$ cat src/rtl/sf_pkg.sv
package sf_pkg;
    localparam int SF_DW    = 12;
    localparam int SF_DEPTH = 8;

    // control write field positions (register layout is fixed at 12 bits)
    localparam int B_THR_LO = 8;
    localparam int B_DIS    = 7;
    localparam int B_SRST   = 6;
    localparam int B_OE     = 5;

    typedef struct packed {
        logic             tag;
        logic [SF_DW-1:0] data;
    } sf_entry_t;

    typedef enum logic [1:0] {
        SF_EMPTY = 2'd0,
        SF_PART  = 2'd1,
        SF_FULL  = 2'd2
    } sf_state_t;
endpackage

$ cat src/rtl/sf_ctrl.sv
module sf_ctrl
    import sf_pkg::*;
#(
    parameter int DEPTH = SF_DEPTH,
    localparam int CW = $clog2(DEPTH) + 1
) (
    input  logic          clk,
    input  logic          rst_n,
    input  logic          clr,
    input  logic          push_req,
    input  logic          pop_req,
    output logic [CW-1:0] cnt,
    output logic [CW-1:0] cnt_nx,
    output logic [CW-1:0] wr_idx,
    output logic          do_push,
    output logic          do_pop,
    output logic          drop,
    output sf_state_t     state
);
    localparam logic [CW-1:0] ONE  = CW'(1);
    localparam logic [CW-1:0] LAST = CW'(DEPTH - 1);

    sf_state_t st_nx;

    // state register
    always_ff @(posedge clk or negedge rst_n) begin
        if (!rst_n) begin
            state <= SF_EMPTY;
            cnt   <= '0;
        end else begin
            state <= st_nx;
            cnt   <= cnt_nx;
        end
    end

    // transitions
    always_comb begin
        st_nx  = state;
        cnt_nx = cnt;
        unique case (state)
            SF_EMPTY: begin
                if (push_req) begin            // first_in
                    st_nx  = SF_PART;
                    cnt_nx = ONE;
                end
            end
            SF_PART: begin
                if (push_req && !pop_req) begin
                    cnt_nx = cnt + ONE;
                    if (cnt == LAST) st_nx = SF_FULL;   // fill
                end else if (pop_req && !push_req) begin
                    cnt_nx = cnt - ONE;
                    if (cnt == ONE) st_nx = SF_EMPTY;   // drain
                end
            end
            SF_FULL: begin
                if (pop_req && !push_req) begin      // unload
                    st_nx  = SF_PART;
                    cnt_nx = cnt - ONE;
                end
            end
            default: begin
                st_nx  = SF_EMPTY;
                cnt_nx = '0;
            end
        endcase
        if (clr) begin
            st_nx  = SF_EMPTY;
            cnt_nx = '0;
        end
    end

    // actions
    always_comb begin
        do_push = 1'b0;
        do_pop  = 1'b0;
        drop    = 1'b0;
        unique case (state)
            SF_EMPTY: do_push = push_req;
            SF_PART: begin
                do_push = push_req;
                do_pop  = pop_req;
            end
            SF_FULL: begin
                do_pop  = pop_req;
                do_push = push_req && pop_req;   // swap
                drop    = push_req && !pop_req;  // spill
            end
            default: ;
        endcase
        if (clr) begin
            do_push = 1'b0;
            do_pop  = 1'b0;
            drop    = 1'b0;
        end
        wr_idx = do_pop ? (cnt - ONE) : cnt;
    end
endmodule

$ cat src/rtl/sf_store.sv
module sf_store
    import sf_pkg::*;
#(
    parameter int DEPTH = SF_DEPTH,
    localparam int CW = $clog2(DEPTH) + 1
) (
    input  logic          clk,
    input  logic          rst_n,
    input  logic          clr,
    input  logic          do_push,
    input  logic          do_pop,
    input  logic [CW-1:0] cnt,
    input  logic [CW-1:0] wr_idx,
    input  sf_entry_t     din,
    output sf_entry_t     head,
    output logic          any_oor
);
    sf_entry_t mem [DEPTH];

    for (genvar i = 0; i < DEPTH; i++) begin : g_loc
        sf_entry_t above;
        if (i < DEPTH - 1) begin : g_up
            assign above = mem[i+1];
        end else begin : g_top
            assign above = '0;
        end

        always_ff @(posedge clk or negedge rst_n) begin
            if (!rst_n) begin
                mem[i] <= '0;
            end else if (clr) begin
                mem[i] <= '0;
            end else begin
                // shift only inside the valid region so location 0 is kept on the last pop
                if (do_pop && (CW'(i) + CW'(1) < cnt)) mem[i] <= above;
                if (do_push && (wr_idx == CW'(i)))     mem[i] <= din;
            end
        end
    end

    assign head = mem[0];

    always_comb begin
        any_oor = 1'b0;
        for (int i = 0; i < DEPTH; i++) begin
            if (CW'(i) < cnt) any_oor = any_oor | mem[i].tag;
        end
    end
endmodule

$ cat src/rtl/sf_regs.sv
module sf_regs
    import sf_pkg::*;
#(
    parameter int DEPTH = SF_DEPTH,
    localparam int CW = $clog2(DEPTH) + 1,
    localparam int TW = $clog2(DEPTH)
) (
    input  logic             clk,
    input  logic             rst_n,
    input  logic             clr,
    input  logic             wr,
    input  logic [SF_DW-1:0] wdata,
    input  logic             cvt_done,
    input  logic             drop,
    input  logic [CW-1:0]    cnt_nx,
    output logic [TW-1:0]    thr,
    output logic             dis_bit,
    output logic             oe_bit,
    output logic             ovr_flag,
    output logic             afl_q
);
    logic [CW-1:0] trip;
    assign trip = {1'b0, thr} + CW'(1);

    always_ff @(posedge clk or negedge rst_n) begin
        if (!rst_n) begin
            thr      <= '0;
            dis_bit  <= 1'b1;
            oe_bit   <= 1'b1;
            ovr_flag <= 1'b0;
            afl_q    <= 1'b0;
        end else if (clr) begin
            thr      <= '0;
            dis_bit  <= 1'b1;
            oe_bit   <= 1'b1;
            ovr_flag <= 1'b0;
            afl_q    <= 1'b0;
        end else begin
            if (wr) begin
                thr     <= wdata[B_THR_LO +: TW];
                dis_bit <= wdata[B_DIS];
                oe_bit  <= wdata[B_OE];
            end
            if (drop)     ovr_flag <= 1'b1;
            if (cvt_done) afl_q    <= (cnt_nx == trip);
        end
    end
endmodule

$ cat src/rtl/smpl_fifo_stat.sv
module smpl_fifo_stat
    import sf_pkg::*;
#(
    parameter int DEPTH = SF_DEPTH,
    localparam int CW = $clog2(DEPTH) + 1,
    localparam int TW = $clog2(DEPTH)
) (
    input  logic             clk,
    input  logic             rst_n,
    input  logic             cvt_done,
    input  logic [SF_DW-1:0] cvt_data,
    input  logic             cvt_oor,
    input  logic             sel_reg,
    input  logic             rd_en,
    input  logic             wr_en,
    input  logic [SF_DW-1:0] wdata,
    input  logic             busy_n,
    output logic [SF_DW-1:0] rdata,
    output logic             rdata_oe,
    output logic             afull_n
);
    logic [CW-1:0] cnt, cnt_nx, wr_idx;
    logic          do_push, do_pop, drop;
    sf_state_t     state;
    sf_entry_t     din, head;
    logic          any_oor;
    logic [TW-1:0] thr;
    logic          dis_bit, oe_bit, ovr_flag, afl_q;
    logic          soft_rst, pop_req, reg_wr;
    logic [TW-1:0] cnt_fld;
    logic [SF_DW-1:0] status;

    assign reg_wr   = wr_en && sel_reg;
    assign soft_rst = reg_wr && wdata[B_SRST];
    assign rdata_oe = rd_en && (oe_bit || busy_n);
    assign pop_req  = rd_en && !sel_reg && rdata_oe;
    assign din      = '{tag: cvt_oor, data: cvt_data};

    sf_ctrl #(.DEPTH(DEPTH)) u_ctrl (
        .clk(clk), .rst_n(rst_n), .clr(soft_rst),
        .push_req(cvt_done), .pop_req(pop_req),
        .cnt(cnt), .cnt_nx(cnt_nx), .wr_idx(wr_idx),
        .do_push(do_push), .do_pop(do_pop), .drop(drop), .state(state)
    );

    sf_store #(.DEPTH(DEPTH)) u_store (
        .clk(clk), .rst_n(rst_n), .clr(soft_rst),
        .do_push(do_push), .do_pop(do_pop), .cnt(cnt), .wr_idx(wr_idx),
        .din(din), .head(head), .any_oor(any_oor)
    );

    sf_regs #(.DEPTH(DEPTH)) u_regs (
        .clk(clk), .rst_n(rst_n), .clr(soft_rst), .wr(reg_wr), .wdata(wdata),
        .cvt_done(cvt_done), .drop(drop), .cnt_nx(cnt_nx),
        .thr(thr), .dis_bit(dis_bit), .oe_bit(oe_bit),
        .ovr_flag(ovr_flag), .afl_q(afl_q)
    );

    assign afull_n = !(afl_q && !dis_bit);
    assign cnt_fld = (cnt == '0) ? '0 : TW'(cnt - CW'(1));
    assign status  = {afull_n, thr, dis_bit, ovr_flag, any_oor,
                      (state == SF_EMPTY), (cnt != '0) && head.tag, cnt_fld};
    assign rdata   = sel_reg ? status : head.data;
endmodule

$ cat config.mk
export PLATFORM = sky130hd
export DESIGN_NAME = smpl_fifo_stat
export DESIGN_NICKNAME = d
export VERILOG_FILES = /design/src/rtl/sf_pkg.sv /design/src/rtl/sf_ctrl.sv /design/src/rtl/sf_store.sv /design/src/rtl/sf_regs.sv /design/src/rtl/smpl_fifo_stat.sv
export SDC_FILE = /design/constraint.sdc
export NUM_CORES = 1
export LEC_CHECK = 0
export BUFFER_PORTS_ARGS = -buffer_cell sky130_fd_sc_hd__buf_2
export CAP_MARGIN = 10
export CORE_MARGIN = 2
export CORE_UTILIZATION = 61
export CTS_CLUSTER_DIAMETER = 150
export CTS_CLUSTER_SIZE = 16
export DETAILED_ROUTE_END_ITERATION = 16
export GPL_TIMING_DRIVEN = 0
export PLACE_DENSITY = 0.79
export SYNTH_ARGS = -nofsm -noshare
export SYNTH_HDL_FRONTEND = slang
export SYNTH_HIERARCHICAL = 1
export SYNTH_SLANG_ARGS = --single-unit
$ cat constraint.sdc
create_clock -name clk -period 3.6 [get_ports clk]
set_input_delay 0.18 -clock clk [delete_from_list [all_inputs] [get_ports clk]]
set_output_delay 0.18 -clock clk [all_outputs]
set_load 0.01 [all_outputs]
---- Word level (Yosys, flattened, before mapping) ----
Index checks and enable logic that the tools add are counted.
word-level totals
  output and inout bits ................... 14
  memories kept ........................... 0
  word-level logic and storage cells ...... 173
  latch bits .............................. 0
  ROM bits ................................ 0
  input port bits ......................... 32
  bits in writable memories ............... 0
  register bits after elaboration ......... 117
operators by class
  bitwise logic cells ..................... 7
  shift operators ......................... 0
  multipliers ............................. 0
  $add $sub $neg .......................... 3
  $lt $le $gt $ge ......................... 9
  multiplexer cells ....................... 64
  equality and inequality tests ........... 17
  reduce and logical (&&, ||, !) cells .... 50
  divide/modulo/power cells ............... 0
operators by type and width
  operator                                             count
  2-to-1 mux 13 bit                                    24
  logical AND 1 bit                                    26
  nonzero test 3 bit                                   8
  2-to-1 mux 1 bit                                     21
  equality test 4 x 3 -> 1 bit, second input constant  5
  2-to-1 mux 4 bit                                     5
  < comparator 3 x 4 -> 1 bit, first input constant    4
  2-to-1 mux 2 bit                                     7
  2-to-1 mux 12 bit                                    1
  one-hot mux 4 bit (3 select lines)                   1
  2-to-1 mux 3 bit                                     3
  equality test 4 x 1 -> 1 bit, second input constant  2
  equality test 4 x 2 -> 1 bit, second input constant  2
  zero test 4 bit                                      2
  < comparator 1 x 4 -> 1 bit, first input constant    2
  < comparator 2 x 4 -> 1 bit, first input constant    2
  != test 4 x 2 -> 1 bit, second input constant        2
  bitwise OR 1 bit                                     7
  one-hot mux 2 bit (3 select lines)                   1
  nonzero test 2 bit                                   3
  zero test 1 bit                                      5
  AND reduction 5 bit                                  1
  adder 3 x 1 -> 4 bit, second input constant          1
  adder 4 x 1 -> 4 bit, second input constant          1
  other kinds (13)                                     14

---- Depth between registers and ports, before layout ----
  depth after elaboration ................. 17
  gate-level depth with buffers ........... 15
  mapped depth without buffers ............ 10

---- Hierarchy ----
Netlist, hierarchy kept.
by module, submodules not included
  module          cells each  area each (um^2)  times used  seq. area each (um^2)
  sf_store        511         5282.6            1           2602.5
  sf_ctrl         86          721.9             1           150.1
  sf_regs         31          349.1             1           177.7
  smpl_fifo_stat  32          244.0             1           0.0

---- Least setup slack after synthesis ----
No wires, ideal clock.
  path kind ............................... flip-flop to flip-flop
  start ................................... register u_regs.oe_bit
  end ..................................... register u_store.mem, in the netlist u_store/head[10]
  setup slack ............................. 825 ps
  buffers on the path ..................... 2
  cell stages (with the launch flop) ...... 12
  library setup time ...................... 126 ps
  required time ........................... 3474 ps
  arrival time ............................ 2649 ps
  clock period less this slack ............ 2775 ps
  cell sequence ........................... dfstp_2 o21a_1 nor2b_1 buf_2 nand3_1 nor4_1 xnor2_1 or3_4 nor2_8 nor3_2 buf_4 a221o_1
on the way
  word-level cells in the longest chain between the ends .. 10
  elaborated cells between the ends (all ways) .. 15
  those cells by class .................... mux: 7; reduce/logical: 8
ends and longest elaborated chain
  what                            RTL line              text
  start: declaration              sf_regs.sv:18         output logic oe_bit,
  start signal: assignment        sf_regs.sv:42         oe_bit <= wdata[B_OE];
  logical OR 1 bit *              smpl_fifo_stat.sv:35  assign rdata_oe = rd_en && (oe_bit || busy_n);
  logical AND 1 bit *             smpl_fifo_stat.sv:35
  named net rdata_oe              smpl_fifo_stat.sv:19  output logic rdata_oe,
  logical AND 1 bit *             smpl_fifo_stat.sv:36  assign pop_req = rd_en && !sel_reg && rdata_oe;
  named net pop_req               smpl_fifo_stat.sv:29  logic soft_rst, pop_req, reg_wr;
  2-to-1 mux 1 bit *              sf_ctrl.sv:78         unique case (state)
  2-to-1 mux 1 bit *              sf_ctrl.sv:91         if (clr) begin
  2-to-1 mux 4 bit *              sf_ctrl.sv:96         wr_idx = do_pop ? (cnt - ONE) : cnt;
  named net wr_idx[3]             smpl_fifo_stat.sv:22  logic [CW-1:0] cnt, cnt_nx, wr_idx;
  zero test 4 bit *               sf_store.sv:36        if (do_push && (wr_idx == CW'(i))) mem[i] <= din;
  logical AND 1 bit *             sf_store.sv:36
  2-to-1 mux 13 bit               sf_store.sv:36
  2-to-1 mux 13 bit               sf_store.sv:31        end else if (clr) begin
  end signal: indexed assignment  sf_store.sv:35        if (do_pop && (CW'(i) + CW'(1) < cnt)) mem[i] <= above;
  end signal: indexed assignment  sf_store.sv:36
  end: declaration                sf_store.sv:18        sf_entry_t mem [DEPTH];
The timed path passes the listed nets; every way through them passes the cells marked *.
A chain may end at the register's enable or synchronous reset.

---- Worst setup path after layout ----
  start ................................... register u_regs.oe_bit
  end ..................................... register u_store.mem, in the netlist u_store/g_loc[0].above[5]
on the way
  elaborated cells between the ends (all ways) .. 15
  those cells by class .................... eq/ne: 1; mux: 7; reduce/logical: 7
RTL lines
  what                                  RTL line              text
  logical OR 1 bit *                    smpl_fifo_stat.sv:35
  logical AND 1 bit *                   smpl_fifo_stat.sv:35
  logical AND 1 bit *                   smpl_fifo_stat.sv:36
  named net pop_req                     smpl_fifo_stat.sv:29
  logical AND 1 bit *                   sf_ctrl.sv:86         do_push = push_req && pop_req;
  one-hot mux 1 bit (2 select lines) *  sf_ctrl.sv:78
  2-to-1 mux 1 bit *                    sf_ctrl.sv:91
  named net do_push                     smpl_fifo_stat.sv:23  logic do_push, do_pop, drop;
  logical AND 1 bit *                   sf_store.sv:36
  2-to-1 mux 13 bit                     sf_store.sv:36
  2-to-1 mux 13 bit                     sf_store.sv:31
Marked as above.

==> qor.csv <==
stage;metric;value;unit
floorplan;FP Rows;37;
route;number of detailed-route iterations in the first pass;5;
cts;TritonCTS clock tree;yes;
grt;global-route wire length before repair;28800;µm
critical_path;Worst setup SP type;flop;
synthesis;Post-Synthesis Cells;660;
timing;final slew viol count;0;
pwr;Power Total;0.00554;W
timing;post-layout min period;3440;ps
route;wire length per cell;20.1;µm
synthesis;syn avg cell area;10.0;µm²
critical_path;arrival time of the worst setup path;3810;ps
synthesis;Synth Area in XOR/XNOR;0.0119;
critical_path;crit path from;u_regs/oe_bit$_DFFE_PN1P_;
pwr;Power per Cell Area;722;nW/µm²
pwr;Peak supply drop;0.380;mV
layout;commonest non-fill, non-tap cells in the layout;dfrtp_1 (115), nor2_1 (84), nand2_1 (74);
grt;initial antenna violation count;0;
critical_path;flop2flop setup slack;160;ps
grt;vias in the first global route;5812;
cts;Sink Count;117;
synthesis;prevailing post-synth register cell;dfrtp_1;
cts;CTS clk-pin slew, worst paths;60;ps
place;Buffers on Ports;38;
synthesis;sequential fraction of the synthesis area;0.444;
layout;Layout area overhead;16.4;%
synthesis;Adder-Cell Fraction of Synth Area;0.0167;
layout;final instance area;7680;µm²
floorplan;Initial Util;0.633;
timing;post-route setup TNS;0;ps
floorplan;Die X;108;µm
grt;GRT Overall Usage;0.320;
cts;CTS Buf Count;17;
synthesis;Distinct cells, synth;76;
floorplan;core footprint;10400;µm²
timing;Final period util;0.956;
route;Detailed Route Iter0 Violations;573;
layout;# diodes;0;
critical_path;critical path required time;3970;ps
synthesis;Post-synth ARST share;1.00;
layout;commonest non-fill, non-tap cell in the layout;dfrtp_1;
cts;Post-CTS Setup Inserts;0;
timing;setup violators final;0;
worst_hold_path;Min-Delay Path Depth;3;
critical_path;worst setup path endpoint;u_store/g_loc[0].above[5]$_DFFE_PN0P_;
cts;Clk Latency, worst-skew pair;510;ps
grt;total gr overflow;0;
route;via-per-instance ratio;6.46;
floorplan;Ports;46;
critical_path;CP max FO;10;
route;Via Count;5680;
synthesis;Post-synth EDFFs;0;
status;status;finished clean;
critical_path;Reg2Reg Launch Point;u_regs/oe_bit$_DFFE_PN1P_;
cts;CTS Buffer Depth;2;
timing;Slew @ Worst Pin;1200;ps
run;max_cap viols;0;
place;GPL Wtd Cong;0.885;
layout;fillers;756;
synthesis;synth warn;6;
synthesis;Post-Synth Simple-Gate Area;0.216;
timing;Final Hold Vio Count;0;
timing;Fmax;0.291;GHz
worst_hold_path;Hold Crit Class;primary input to flop;
place;hpwl dp;13000;µm
timing;hold slack;29.2;ps
route;final WL;17700;µm
critical_path;cell count of the worst reg-to-reg path;11;
layout;final core occ;0.737;
timing;unrepaired setup endpoints after global routing;false;
grt;largest net degree at the start of global routing;65;
critical_path;R2R Path End;u_store/g_loc[0].above[5]$_DFFE_PN0P_;
cts;CTS Root Buffer Type;clkbuf_8;
synthesis;Post-Syn Area;6600;µm²
route;antenna-violating nets left;0;
floorplan;die area;11700;µm²
place;Placed Area;6990;µm²
route;DRC Markers;0;
cts;H-tree depth;4;
pwr;Pleak;3.47;nW
synthesis;mux contribution to synthesized area;0.0432;
critical_path;critical path endpoint category;flop;
layout;share of layout cells above drive strength 1;0.188;
timing;clock skew;10.3;ps
critical_path;Setup CP Type;flop to flop;
timing;Rel. slew slack;0.181;
synthesis;largest family of logic cells by synthesized area;simple AND/OR/NAND/NOR gates;
synthesis;Compound-Gate Fraction of Synth Area;0.208;
layout;nets;770;
floorplan;die height;108;µm
synthesis;register bit total from synthesis;117;
synthesis;Synth Net Count;700;
## cells in the mapped netlist (all sizes together) (9+ instances only)
cell,n,area share
nor2,87,0.053
nand2,74,0.042
buf,40,0.043
and4b,13,0.020
dfrtp,115,0.44
a311oi,39,0.052
mux2i,18,0.027
nand3,17,0.013
inv,12,0.0068
a22oi,14,0.017
nor3b,28,0.032
nor2b,18,0.017
a211oi,16,0.019
clkbuf,17,0.0097
mux2,9,0.016
a221o,39,0.059
## report_power, final
group	total, W	switching, W	internal [W]
clock network	0.00160	0.000595	0.00100
registers	0.00203	0.000310	0.00172
logic	0.00192	0.00105	0.000868
## worst min path at each step
stage	from	endpoint	slack, ps
5_1_grt	cvt_data[0]	u_store/g_loc[4].above[0]$_DFFE_PN0P_	20
6_report	cvt_data[0]	u_store/g_loc[5].above[0]$_DFFE_PN0P_	30
3_5_place_dp	rst_n	u_ctrl/cnt[0]$_DFF_PN0_	160
2_1_floorplan	rst_n	u_ctrl/cnt[0]$_DFF_PN0_	-120
3_3_place_gp	wdata[7]	u_regs/dis_bit$_DFFE_PN1P_	400
4_1_cts	cvt_data[0]	u_store/g_loc[5].above[0]$_DFFE_PN0P_	0.7
## worst max-delay path: stages (launching register included)
cell and delay (ps):
dfstp_2 520, o21a_1 120, nor2b_1 280, buf_2 270, a211oi_1 100, nor4b_1 670, nor2b_1 280, and3_1 210
clkbuf_1 210, nor2_1 140, buf_4 200, a221o_1 320
## routing by layer
metal	up-vias	track usage	wire, µm
met1	2783	0.402	7280
met5	-	0	0
li1	2616	-	-
met2	252	0.563	8960
met3	29	0.0524	1140
met4	0	0.110	311
## stage by stage
stage / cells / setup WS (ps)
floorplan: 660 / 825
global placement: 834 / 355
detailed placement: 835 / 290
CTS: 879 / 237
global route: 879 / 33.9
finish: 879 / 160
## registers in the layout, summed over array words and instances (netlist names)
register,count
u_regs/ovr_flag,1
u_store/head,13
u_ctrl/state,2
u_store/g_loc.above,91
u_ctrl/cnt,4
u_regs/thr,3
u_regs/afl_q,1
u_regs/oe_bit,1
u_regs/dis_bit,1
## cells by family (layout without fill, tap and decap cells)
kind of cell | Yosys count | after routing
flip-flops | 117 | 117
multiplexers | 27 | 27
AND/OR/NAND/NOR | 272 | 272
adder cells (fa/ha/maj) | 9 | 9
AO/OA/AOI/OAI | 157 | 157
buffers and inverters | 69 | 152
XOR/XNOR | 9 | 9
## cell type report
class,count,area (µm²),area share
inverter,12,45.0,0.00587
multi-input combinational,474,3270,0.426
sequential,117,2930,0.382
clock inverter,12,130,0.0169
tap,136,170,0.0222
buffer,57,350,0.0456
timing repair buffer,51,344,0.0448
clock buffer,20,435,0.0567
## what timing repair did
action	in CTS	in global routing
hold buffers	12	0
endpoints found under the hold margin	71	0
gates resized for setup	0	0
(Power assumes the default switching activity.)
